`config.mk`:
```
export PLATFORM = sky130hd
export DESIGN_NAME = clkprog_seq
export DESIGN_NICKNAME = d
export VERILOG_FILES = /design/src/rtl/clkprog_pkg.sv /design/src/rtl/clkprog_timer.sv /design/src/rtl/clkprog_shifter.sv /design/src/rtl/clkprog_sequencer.sv /design/src/rtl/clkprog_seq.sv
export SDC_FILE = /design/constraint.sdc
export NUM_CORES = 1
export LEC_CHECK = 0
export BUFFER_PORTS_ARGS = -buffer_cell sky130_fd_sc_hd__buf_2
export CORE_MARGIN = 2
export CORE_UTILIZATION = 30
export DETAILED_ROUTE_END_ITERATION = 10
export GPL_TIMING_DRIVEN = 0
export PLACE_DENSITY_LB_ADDON = 0.25
export REMOVE_ABC_BUFFERS = 1
export SLEW_MARGIN = 30
export SYNTH_ARGS = -nofsm -noshare
export SYNTH_HDL_FRONTEND = slang
export SYNTH_SLANG_ARGS = --single-unit
```
`constraint.sdc`:
```
create_clock -name clk -period 3.2 [get_ports clk]
set_input_delay 0.64 -clock clk [delete_from_list [all_inputs] [get_ports clk]]
set_output_delay 0.64 -clock clk [all_outputs]
set_load 0.02 [all_outputs]
```
`src/rtl/clkprog_pkg.sv`:
```
package clkprog_pkg;

    localparam int DEF_WORD_W    = 21;
    localparam int DEF_ADDR_W    = 3;
    localparam int UNLOCK_PULSES = 5;
    localparam int IDX_W         = 4;
    localparam int UNLOCK_LAST   = 2 * UNLOCK_PULSES;

    typedef enum logic [2:0] {
        SEG_IDLE,
        SEG_UNLOCK,
        SEG_START,
        SEG_BIT,
        SEG_STOP
    } seg_e;

    typedef struct packed {
        logic clk;
        logic dat;
    } line_t;

    // Line levels for a given phase of a given segment.
    function automatic line_t phase_line(seg_e seg, logic [IDX_W-1:0] idx, logic bitval);
        line_t l;
        l = '{clk: 1'b0, dat: 1'b0};
        case (seg)
            SEG_UNLOCK: begin
                l.dat = 1'b1;
                l.clk = (idx != '0) && idx[0];
            end
            SEG_START: begin
                l.dat = 1'b0;
                l.clk = idx[0];
            end
            SEG_BIT: begin
                if (bitval) begin
                    case (idx)
                        4'd0:    l = '{clk: 1'b1, dat: 1'b0};
                        4'd1:    l = '{clk: 1'b0, dat: 1'b0};
                        4'd2:    l = '{clk: 1'b0, dat: 1'b1};
                        default: l = '{clk: 1'b1, dat: 1'b1};
                    endcase
                end else begin
                    case (idx)
                        4'd0:    l = '{clk: 1'b1, dat: 1'b0};
                        4'd1:    l = '{clk: 1'b1, dat: 1'b1};
                        4'd2:    l = '{clk: 1'b0, dat: 1'b1};
                        4'd3:    l = '{clk: 1'b0, dat: 1'b0};
                        default: l = '{clk: 1'b1, dat: 1'b0};
                    endcase
                end
            end
            SEG_STOP: begin
                case (idx)
                    4'd0:    l = '{clk: 1'b1, dat: 1'b1};
                    4'd1:    l = '{clk: 1'b0, dat: 1'b1};
                    4'd2:    l = '{clk: 1'b1, dat: 1'b1};
                    default: l = '{clk: 1'b1, dat: 1'b0};
                endcase
            end
            default: l = '{clk: 1'b0, dat: 1'b0};
        endcase
        return l;
    endfunction

    // True on the final phase of a segment.
    function automatic logic phase_last(seg_e seg, logic [IDX_W-1:0] idx, logic bitval);
        case (seg)
            SEG_UNLOCK: return idx == IDX_W'(UNLOCK_LAST);
            SEG_START:  return idx == IDX_W'(3);
            SEG_BIT:    return idx == (bitval ? IDX_W'(3) : IDX_W'(4));
            SEG_STOP:   return idx == IDX_W'(3);
            default:    return 1'b0;
        endcase
    endfunction

endpackage

```
`src/rtl/clkprog_timer.sv`:
```
module clkprog_timer #(
    parameter int PHASE_CYC = 4
) (
    input  logic clk,
    input  logic rst,
    input  logic restart,
    input  logic active,
    output logic tick
);
    localparam int CNT_W = (PHASE_CYC < 2) ? 1 : $clog2(PHASE_CYC);
    localparam logic [CNT_W-1:0] CNT_LAST = CNT_W'(PHASE_CYC - 1);

    logic [CNT_W-1:0] cnt;

    assign tick = active && (cnt == CNT_LAST);

    always_ff @(posedge clk) begin
        if (rst || restart) begin
            cnt <= '0;
        end else if (active) begin
            cnt <= (cnt == CNT_LAST) ? '0 : cnt + 1'b1;
        end
    end

    // the phase counter never exceeds the hold count
    a_r8_cnt_bound: assert property (@(posedge clk) disable iff (rst)
        cnt <= CNT_LAST);

endmodule

```
`src/rtl/clkprog_shifter.sv`:
```
module clkprog_shifter #(
    parameter int WORD_W = 21,
    parameter int ADDR_W = 3
) (
    input  logic              clk,
    input  logic              rst,
    input  logic              load,
    input  logic              advance,
    input  logic [WORD_W-1:0] word,
    input  logic [ADDR_W-1:0] addr,
    output logic              cur_bit,
    output logic              last_bit
);
    localparam int FRAME_W = WORD_W + ADDR_W;
    localparam int LEFT_W  = $clog2(FRAME_W + 1);

    logic [FRAME_W-1:0] sr;
    logic [LEFT_W-1:0]  left;

    assign cur_bit  = sr[0];
    assign last_bit = (left == LEFT_W'(1));

    always_ff @(posedge clk) begin
        if (rst) begin
            sr   <= '0;
            left <= '0;
        end else if (load) begin
            sr   <= {addr, word};
            left <= LEFT_W'(FRAME_W);
        end else if (advance && left != '0) begin
            sr   <= {1'b0, sr[FRAME_W-1:1]};
            left <= left - 1'b1;
        end
    end

    // the bits-left count stays within one frame
    a_r6_left_bound: assert property (@(posedge clk) disable iff (rst)
        left <= LEFT_W'(FRAME_W));

    // advancing consumes exactly one bit
    a_r6_one_per_adv: assert property (@(posedge clk) disable iff (rst)
        (advance && !load && left != '0) |=> (left == $past(left) - 1'b1));

endmodule

```
`src/rtl/clkprog_sequencer.sv`:
```
module clkprog_sequencer
    import clkprog_pkg::*;
(
    input  logic  clk,
    input  logic  rst,
    input  logic  accept,
    input  logic  tick,
    input  logic  cur_bit,
    input  logic  last_bit,
    output logic  bit_adv,
    output logic  busy,
    output logic  done,
    output line_t line
);
    seg_e             seg;
    logic [IDX_W-1:0] idx;
    logic             last;

    assign last    = phase_last(seg, idx, cur_bit);
    assign line    = phase_line(seg, idx, cur_bit);
    assign busy    = (seg != SEG_IDLE);
    assign bit_adv = tick && last && (seg == SEG_BIT);

    always_ff @(posedge clk) begin
        if (rst) begin
            seg  <= SEG_IDLE;
            idx  <= '0;
            done <= 1'b0;
        end else begin
            done <= 1'b0;
            if (seg == SEG_IDLE) begin
                if (accept) begin
                    seg <= SEG_UNLOCK;
                    idx <= '0;
                end
            end else if (tick) begin
                if (!last) begin
                    idx <= idx + 1'b1;
                end else begin
                    idx <= '0;
                    case (seg)
                        SEG_UNLOCK: seg <= SEG_START;
                        SEG_START:  seg <= SEG_BIT;
                        SEG_BIT:    seg <= last_bit ? SEG_STOP : SEG_BIT;
                        default: begin
                            seg  <= SEG_IDLE;
                            done <= 1'b1;
                        end
                    endcase
                end
            end
        end
    end

    // the lines only move on a phase boundary
    a_r8_hold_phase: assert property (@(posedge clk) disable iff (rst)
        (busy && !tick) |=> $stable(line));

    // done follows only the final stop phase
    a_r9_done_src: assert property (@(posedge clk) disable iff (rst)
        done |-> ($past(seg) == SEG_STOP) && (seg == SEG_IDLE));

endmodule

```
`src/rtl/clkprog_seq.sv`:
```
module clkprog_seq
    import clkprog_pkg::*;
#(
    parameter int PHASE_CYC = 4,
    parameter int WORD_W    = DEF_WORD_W,
    parameter int ADDR_W    = DEF_ADDR_W
) (
    input  logic              clk,
    input  logic              rst,
    input  logic              start,
    input  logic [ADDR_W-1:0] reg_addr,
    input  logic [WORD_W-1:0] ctrl_word,
    output logic              busy,
    output logic              done,
    output logic              prog_clk,
    output logic              prog_dat
);
    logic  accept;
    logic  tick;
    logic  cur_bit;
    logic  last_bit;
    logic  bit_adv;
    line_t line;

    assign accept   = start && !busy;
    assign prog_clk = line.clk;
    assign prog_dat = line.dat;

    clkprog_timer #(.PHASE_CYC(PHASE_CYC)) u_timer (
        .clk     (clk),
        .rst     (rst),
        .restart (accept),
        .active  (busy),
        .tick    (tick)
    );

    clkprog_shifter #(.WORD_W(WORD_W), .ADDR_W(ADDR_W)) u_shifter (
        .clk      (clk),
        .rst      (rst),
        .load     (accept),
        .advance  (bit_adv),
        .word     (ctrl_word),
        .addr     (reg_addr),
        .cur_bit  (cur_bit),
        .last_bit (last_bit)
    );

    clkprog_sequencer u_seqr (
        .clk      (clk),
        .rst      (rst),
        .accept   (accept),
        .tick     (tick),
        .cur_bit  (cur_bit),
        .last_bit (last_bit),
        .bit_adv  (bit_adv),
        .busy     (busy),
        .done     (done),
        .line     (line)
    );

    // idle lines are low
    a_r1_idle_lines: assert property (@(posedge clk) disable iff (rst)
        !busy |-> (!prog_clk && !prog_dat));

    // a transfer begins with data high and clock low
    a_r2_first_phase: assert property (@(posedge clk) disable iff (rst)
        $rose(busy) |-> (!prog_clk && prog_dat));

    // done only in the first cycle after busy falls
    a_r9_done_edge: assert property (@(posedge clk) disable iff (rst)
        done |-> ($past(busy) && !busy));

    // a request while busy does not disturb the running transfer
    a_r10_ignore: assert property (@(posedge clk) disable iff (rst)
        (busy && start && !tick) |=> busy);

endmodule

```
==> results.yml, run 1 <==
status:
  status: "finished, final reports clean"
sta:
  slew_headroom_pct: 39.6
  slew_violations: 0
  hold_viol_final: 0
  holdWs_ps: 473
  fmax_mhz: 349
  clock_skew_ps: 8.76
  rsz0062_at_grt: "no"
  setup_slack_ps: 331
  period_share_pct: 89.6
  tightest_slew_ps: 903
  setup_violations: 0
  min_period_ps: 2870
clock_network:
  hold_buffers: 0
  cts_setup_buffers: 0
  cts.sinks: 39
  clk_pin_slew_worst_paths_ps: 80
  clkLatencyLatePin_ps: 290
  cts-resized-gates: 0
  htreeDepth: 2
  cts_tree: "built"
  clock_path_buffers: 2
  cts-root-buf: "clkbuf_8"
  cts-buffers-inserted: 5
placed_design:
  hpwlAfterDp_mm: 3.51
  place_inst: 343
  dp_slack_ps: 392
  io_buffers: 30
  routabilityCongestion: 0.781
layout:
  nets: 305
  nFillCells: 729
  layout_commonest_cell: "dfxtp_1"
  n_antenna_cell: 0
  fin_cells: 351
  area_growth_pct: 12.6
  drive_gt1_share_pct: 17.0
  layout_common_cells: "dfxtp_1, nand2_1, buf_2, o22ai_1, a21oi_1"
synthesis:
  yosys_warnings: 0
  synth.area.top_cells: "dfxtp_1, o22ai_1, a32oi_1"
  syn_inst: 254
  synth-seq-cells: 39
  synthFlopType: "dfxtp_1"
  synth_area_um2: 2060
  yosysTopAreaCell: "dfxtp_1"
  async_flop_share_pct: 0
  yosysSeqAreaShare_pct: 37.9
  synth_top_area_share_pct: 37.9
  synth_edf_count: 0
  syn_avg_cell_area_um2: 8.12
  yosysUniqueCellTypes: 41
setup_path:
  path_buf_inv: 1
  slowest_delay_ps: 650
  start_kind: "flip-flop"
  cp-end-kind: "flip-flop"
  r2r_cells: 6
  worstPathMaxFanout: 18
  crit_slowest_cell: "o21ai_2"
  path_cells: "nand3b_1 -> o21ai_0 -> a31oi_2 -> o21ai_2 -> buf_6 -> o22ai_1"
  crit_type: "flip-flop to flip-flop"
  cp_top_family: "compound AO/OA/AOI/OAI gates"
  worstReg2RegStart: "u_seqr.seg[1]"
  worstPathRequired_ps: 3360
  reg2reg_to: "u_shifter.sr[19]"
  arrival_ps: 3030
  reg2reg_slack_ps: 330
global_routing:
  grt_pass1_wl_mm: 9.19
  grt_pass1_vias: 1913
  antenna_found_initial: 0
  grt_usage_pct: 15.3
  grt_start_max_net_pins: 34
  overflow: 0
hold_path:
  worstHoldEndpoint: "u_shifter.sr[10]"
  hp-class: "flip-flop to flip-flop"
  hp-start: "u_shifter.sr[10]"
  min_path_cells: 2
pwr:
  combPwrFrac_pct: 11.3
  power_density_nw_per_um2: 419
  clkPwrFrac_pct: 34.2
  peakVddDrop_v: 0.000238
  leakage_uw: 0.000820
  intPower_uw: 709
  switchingPower_uw: 263
  switching_share_pct: 27.1
  sequentialPowerShare_pct: 54.5
drt:
  vias_per_cell: 5.74
  finalWirelength_mm: 5.49
  dr.pass1.iters: 4
  wl_per_cell_um: 15.6
  drt-initial-drc-count: 100
  route.vias.total: 2016
  drc_errors: 0
  ant_nets: 0
floorplan:
  rows: 30
  core_um2: 6720
  die_area_um2: 7550
  die_w_um: 86.9
  start_util_pct: 30.7
  pin_count: 31
  dieHeight_um: 86.9
flow_run:
  maxCapViolCount: 0
==> synth_stat cells (all sizes together) (3+ instances only) <==
library cell	n
a21oi	16
a311oi	5
a31oi	9
a32oi	15
and2	3
and3	5
buf	7
clkbuf	15
dfxtp	39
ha	8
inv	8
nand2	33
nand3	10
nand4	3
nor2	13
nor3	7
o21ai	10
o22ai	23
==> tightest hold or removal path, stage by stage, from the launching register on <==
cell     delay (ps)
dfxtp_1         320
nand2_1          50
o22ai_1          50
==> cell type report <==
cell class	count	area (µm²)	area share, %
Inverter	8	30.0	1.29
Clock buffer	6	72.6	3.12
Clock inverter	2	12.5	0.539
Sequential cell	39	781	33.6
Multi-Input combinational cell	185	1160	50.2
Timing Repair Buffer	31	161	6.95
Tap cell	80	100	4.31
==> stage by stage <==
| step | area (µm²) | util (%) | total power [µW] | setup TNS (ps) |
|---|---|---|---|---|
| 3_3_place_gp | 2220 | 33.1 | 647 | -15910 |
| 2_1_floorplan | 1970 | - | 601 | 0 |
| 5_1_grt | 2320 | 34.6 | 1020 | 0 |
| 3_5_place_dp | 2240 | 33.3 | 651 | 0 |
| 6_report | 2320 | 34.6 | 973 | 0 |
| 4_1_cts | 2320 | 34.5 | 984 | 0 |
==> registers in the layout, indices dropped and copies added, names as in the netlist <==
signal          flops
u_seqr.done         1
u_timer.cnt         2
u_shifter.left      5
u_seqr.idx          4
u_shifter.sr       24
u_seqr.seg          3
==> how the worst max path moves through the flow <==
| stage | start | end | slack [ps] | cells past startpoint |
|---|---|---|---|---|
| 2_1_floorplan | u_seqr.idx[2] | u_shifter.sr[10] | 270 | 5 |
| 3_3_place_gp | u_seqr.seg[1] | u_shifter.sr[10] | -900 | 5 |
| 3_5_place_dp | u_seqr.seg[1] | u_shifter.sr[20] | 390 | 6 |
| 4_1_cts | u_seqr.seg[1] | u_shifter.sr[19] | 370 | 6 |
| 5_1_grt | u_seqr.seg[1] | u_shifter.sr[16] | 120 | 6 |
| 6_report | u_seqr.seg[1] | u_shifter.sr[19] | 330 | 6 |
==> power groups by stage <==
stage                     Clock [µW]  Sequential (µW)  Combinational, µW
after detailed placement           0              540                110
after CTS                        344              530                110
after floorplan                    0              536               65.2
after global placement             0              541                106
final                            333              530                110
after global routing             365              533                122
==> logic make-up (layout without fill, tap and decap cells) <==
logic type	Yosys count	in the layout	share of synthesized area (%)
xor gates and xnor gates	3	3	1.27
and+or+nand+nor	86	86	20.8
AOI/OAI and AO/OA	88	88	29.4
DFF	39	39	37.9
adders and majority gates	8	8	4.85
buffers and inverters	30	47	5.89
==> layer usage <==
metal / part of all wire, % / track usage, % / vias to the layer above
li1: - / - / 994
met1: 48 / 20.9 / 979
met2: 47 / 24.3 / 41
met3: 4.4 / 3.13 / 2
met4: 0.44 / 4.40 / 0
met5: 0 / 0 / -
(Power assumes the default switching activity.)
==> run 2, diff against run 1 <==
RECOVER_POWER = 25   (was not set)
clock period = 3.71 ns   (was 3.2 ns; I/O delays follow)
==> run 2 against run 1 <==
Net effect:
- die area is the same
- sequential power shrank 14%
- first-iteration DRC count rose by 15%
- critical path depth is 1 higher
- worst setup slack better by 340 ps
- critical path type unchanged
- count of clock-buffer cells in the layout stayed put
- clock power decreased by 13%
- total power decreased by 14%
==> results.yml, run 2 (same netlist as run 1, synthesis figures left out) <==
placed_design:
  dp_slack_ps: 902
  place_inst: 343
  routabilityCongestion: 0.781
  hpwlAfterDp_mm: 3.51
  io_buffers: 30
global_routing:
  overflow: 0
  grt_start_max_net_pins: 34
  antenna_found_initial: 0
  grt_pass1_vias: 1913
  grt_pass1_wl_mm: 9.19
  grt_usage_pct: 15.3
sta:
  slew_headroom_pct: 26.8
  final.setup.tns_ps: 0
  setup_slack_ps: 673
  period_share_pct: 81.9
  setup_violations: 0
  tightest_slew_ps: 1090
  rsz0062_at_grt: "no"
  min_period_ps: 3040
  fmax_mhz: 329
  slew_violations: 0
  clock_skew_ps: 8.25
  hold_viol_final: 0
  holdWs_ps: 471
layout:
  regMostFlops: "u_shifter.sr"
  area_growth_pct: 12.3
  largest_reg_flops: 24
  top_regs: "u_shifter.sr: 24 flops, u_shifter.left: 5 flops, u_seqr.idx: 4 flops"
  fin_cells: 351
  layout_commonest_cell: "dfxtp_1"
  drive_gt1_share_pct: 16.2
  nets: 305
  layout_common_cells: "dfxtp_1, nand2_1, buf_2, o22ai_1, a21oi_1"
  n_antenna_cell: 0
clock_network:
  cts_tree: "built"
  cts-buffers-inserted: 5
  cts-resized-gates: 0
  hold_buffers: 0
  clkLatencyLatePin_ps: 300
  cts-root-buf: "clkbuf_8"
  htreeDepth: 2
  clk_pin_slew_worst_paths_ps: 80
  cts_setup_buffers: 0
  cts.sinks: 39
  clock_path_buffers: 2
pwr:
  peakVddDrop_v: 0.000205
  leakage_uw: 0.000813
  power_density_nw_per_um2: 363
  p_total_uw: 841
status:
  status: "finished, final reports clean"
hold_path:
  hp-start: "u_shifter.sr[13]"
  hp-class: "flip-flop to flip-flop"
setup_path:
  r2r_cells: 7
  crit_start: "u_seqr.seg[1]"
  crit_type: "flip-flop to flip-flop"
  worstReg2RegStart: "u_seqr.seg[1]"
  cp-end-kind: "flip-flop"
  arrival_ps: 3260
  reg2reg_slack_ps: 670
  worstPathMaxFanout: 12
  worstPathRequired_ps: 3940
  reg2reg_to: "u_shifter.sr[19]"
  start_kind: "flip-flop"
  crit_end: "u_shifter.sr[19]"
drt:
  drc_errors: 0
  dr.pass1.iters: 4
  finalWirelength_mm: 5.47
  vias_per_cell: 5.73
  route.vias.total: 2010
  drt-initial-drc-count: 115
  ant_nets: 0
  wl_per_cell_um: 15.6
floorplan:
  die_area_um2: 7550
  dieHeight_um: 86.9
  die_w_um: 86.9
  rows: 30
  start_util_pct: 30.7
  pin_count: 31
  core_um2: 6720
flow_run:
  maxCapViolCount: 0
run 2: cell count changes in the layout (fill, tap and decap cells not counted):
cell      previous run  this run
nor3_1               6         7
clkbuf_1             1         2
and2_0               0         2
nor3_2               1         0
and2_1               2         0
buf_2               30        29
run 2: cell type report:
| cell class | count | area, µm² |
|---|---|---|
| clock buffer | 6 | 72.6 |
| clock inverter | 2 | 12.5 |
| fill | 731 | 4400 |
| inverter | 8 | 30.0 |
| multi-input combinational | 185 | 1160 |
| sequential | 39 | 781 |
| tap | 80 | 100 |
| timing repair buffer | 31 | 160 |
run 2: power breakdown:
part           total, µW  switching [µW]  internal [µW]
logic               94.9            55.7           39.2
clock network        290             158            132
registers            457            15.8            441
total                841             230            612
run 2: per-stage QoR:
step                      area (µm²)  util, %
after floorplan                 1970        -
final                           2320     34.5
after CTS                       2320     34.5
after global routing            2320     34.5
after detailed placement        2240     33.3
after global placement          2220     33.1
run 2: worst min path at each step:
stage                             endpoint  slack (ps)  depth (start not counted)
after floorplan           u_shifter.sr[10]         440                          2
after global placement    u_shifter.sr[10]         450                          2
after detailed placement  u_shifter.sr[10]         460                          2
after CTS                 u_shifter.sr[10]         470                          2
after global routing      u_shifter.sr[13]         490                          2
final                     u_shifter.sr[13]         470                          2
run 2: critical path, cell delays in order (launching register included):
cell	delay (ps)
dfxtp_1	460
nor3_1	930
inv_1	250
and2_0	390
nand2_1	320
o21ai_2	250
buf_6	250
o22ai_1	110
run 2: layer usage:
layer | GRT usage (%) | vias to the layer above | part of all wire (%)
li1 | - | 994 | -
met1 | 20.9 | 965 | 48
met2 | 24.3 | 44 | 46
met3 | 3.13 | 7 | 4.6
met4 | 4.40 | 0 | 1.3
met5 | 0 | - | 0
==> run 3, diff against run 2 <==
clock period = 2.9 ns   (was 3.71 ns; I/O delays follow)
==> run 3 against run 2 <==
Net effect:
- clock skew up 1.4 ps
- sequential power rose by 28%
- hold slack improved by 1.4 ps
- worst setup slack lost 420 ps
- combinational power up 29%
- global-route usage unchanged
- non-clock buffer count is the same
- clock power increased by 28%
- critical endpoint is now u_shifter.sr[11]
==> results.yml, run 3 (same netlist as run 1, synthesis figures left out) <==
status:
  status: "finished, final reports clean"
hold_path:
  hp-class: "flip-flop to flip-flop"
layout:
  top_regs: "u_shifter.sr: 24 flops, u_shifter.left: 5 flops, u_seqr.idx: 4 flops"
  n_antenna_cell: 0
  drive_gt1_share_pct: 16.2
  nets: 305
  layout_common_cells: "dfxtp_1, nand2_1, buf_2, o22ai_1, a21oi_1"
  area_growth_pct: 13.3
  fin_cells: 351
  layout_commonest_cell: "dfxtp_1"
  multi_input_comb_area_um2: 1180
  final_area_um2: 2340
  nFillCells: 728
  seq_area_um2: 781
  regMostFlops: "u_shifter.sr"
  largest_reg_flops: 24
placed_design:
  dp_slack_ps: 91.6
  routabilityCongestion: 0.781
  io_buffers: 30
  place_inst: 343
  hpwlAfterDp_mm: 3.51
  place_area_um2: 2240
clock_network:
  clk_pin_slew_worst_paths_ps: 80
  clock_path_buffers: 2
  htreeDepth: 2
  cts_setup_buffers: 0
  cts-buffers-inserted: 5
  hold_buffers: 0
  clkLatencyLatePin_ps: 300
  cts_tree: "built"
  cts.sinks: 39
  cts-root-buf: "clkbuf_8"
  cts-resized-gates: 0
drt:
  wl_per_cell_um: 15.8
  finalWirelength_mm: 5.53
  drt-initial-drc-count: 121
  drc_errors: 0
  dr.pass1.iters: 4
  vias_per_cell: 5.75
  route.vias.total: 2019
  ant_nets: 0
pwr:
  leakage_uw: 0.000814
  power_density_nw_per_um2: 462
  p_total_uw: 1080
  peakVddDrop_v: 0.000260
floorplan:
  rows: 30
  dieHeight_um: 86.9
  die_w_um: 86.9
  pin_count: 31
  die_area_um2: 7550
  core_um2: 6720
  start_util_pct: 30.7
sta:
  period_share_pct: 91.2
  hold_viol_final: 0
  rsz0062_at_grt: "no"
  setup_slack_ps: 256
  tightest_slew_ps: 713
  slew_violations: 0
  min_period_ps: 2640
  clock_skew_ps: 9.70
  fmax_mhz: 378
  slew_headroom_pct: 52.4
  setup_violations: 0
setup_path:
  start_kind: "flip-flop"
  worstPathMaxFanout: 29
  slowest_delay_ps: 660
  cp-end-kind: "flip-flop"
  crit_slowest_cell: "a31o_2"
  crit_type: "flip-flop to flip-flop"
  path_cells: "nand3b_1 -> o21ai_0 -> a31o_2 -> nand3_1 -> a311oi_1"
  arrival_ps: 2850
  worstPathRequired_ps: 3100
flow_run:
  maxCapViolCount: 0
global_routing:
  antenna_found_initial: 0
  grt_pass1_wl_mm: 9.19
  grt_pass1_vias: 1913
  overflow: 0
  grt_start_max_net_pins: 34
  grt_usage_pct: 15.3
[run 3: changes by cell type in the layout (fill, tap and decap cells not counted)]
cell	before	now
a31oi_4	0	1
o21ai_2	1	0
buf_2	29	28
o21ai_4	0	1
and2_0	2	0
clkbuf_1	2	3
and2_1	0	2
nor3_2	0	1
nor3_1	7	6
a31oi_2	1	0
[run 3: cell type report]
cell class / count / share of cell area (%)
Multi-Input combinational cell: 185 / 50.6
Sequential cell: 39 / 33.4
Timing Repair Buffer: 31 / 6.80
Tap cell: 80 / 4.28
Clock buffer: 6 / 3.11
Inverter: 8 / 1.29
Clock inverter: 2 / 0.536
[run 3: final timing paths]
check                         from                to  slack (ps)  cells past startpoint
hold reg to reg   u_shifter.sr[13]  u_shifter.sr[13]         470                      2
setup / recovery     u_seqr.seg[1]  u_shifter.sr[11]         260                      5
setup reg to reg     u_seqr.seg[1]  u_shifter.sr[11]         260                      5
hold / removal    u_shifter.sr[13]  u_shifter.sr[13]         470                      2
[run 3: critical path, delay by kind of cell, from the launching register on]
kind             cells  cell delay (ps)
AO/OA/AOI/OAI        3             1470
flip-flops           1              630
AND/OR/NAND/NOR      2              450
[run 3: power breakdown]
part | total (µW) | leakage, µW | switching, µW | internal, µW
logic | 122 | 0.000454 | 71.2 | 50.7
registers | 585 | 0.000319 | 20.5 | 564
clock network | 372 | 0.0000412 | 203 | 168
[run 3: through the flow]
step                hold WS (ps)  utilization, %  TNS, ps
floorplan                    436               -    -25.3
detailed placement           456            33.3        0
global route                 486            34.8        0
CTS                          470            34.5        0
global placement             447            33.1   -21910
finish                       473            34.8        0
[run 3: per-layer routing]
layer	GRT usage, %	up-vias	routed length (µm)
li1	-	990	-
met4	4.40	0	69
met2	24.3	34	2570
met1	20.9	987	2690
met5	0	-	0
met3	3.13	8	204
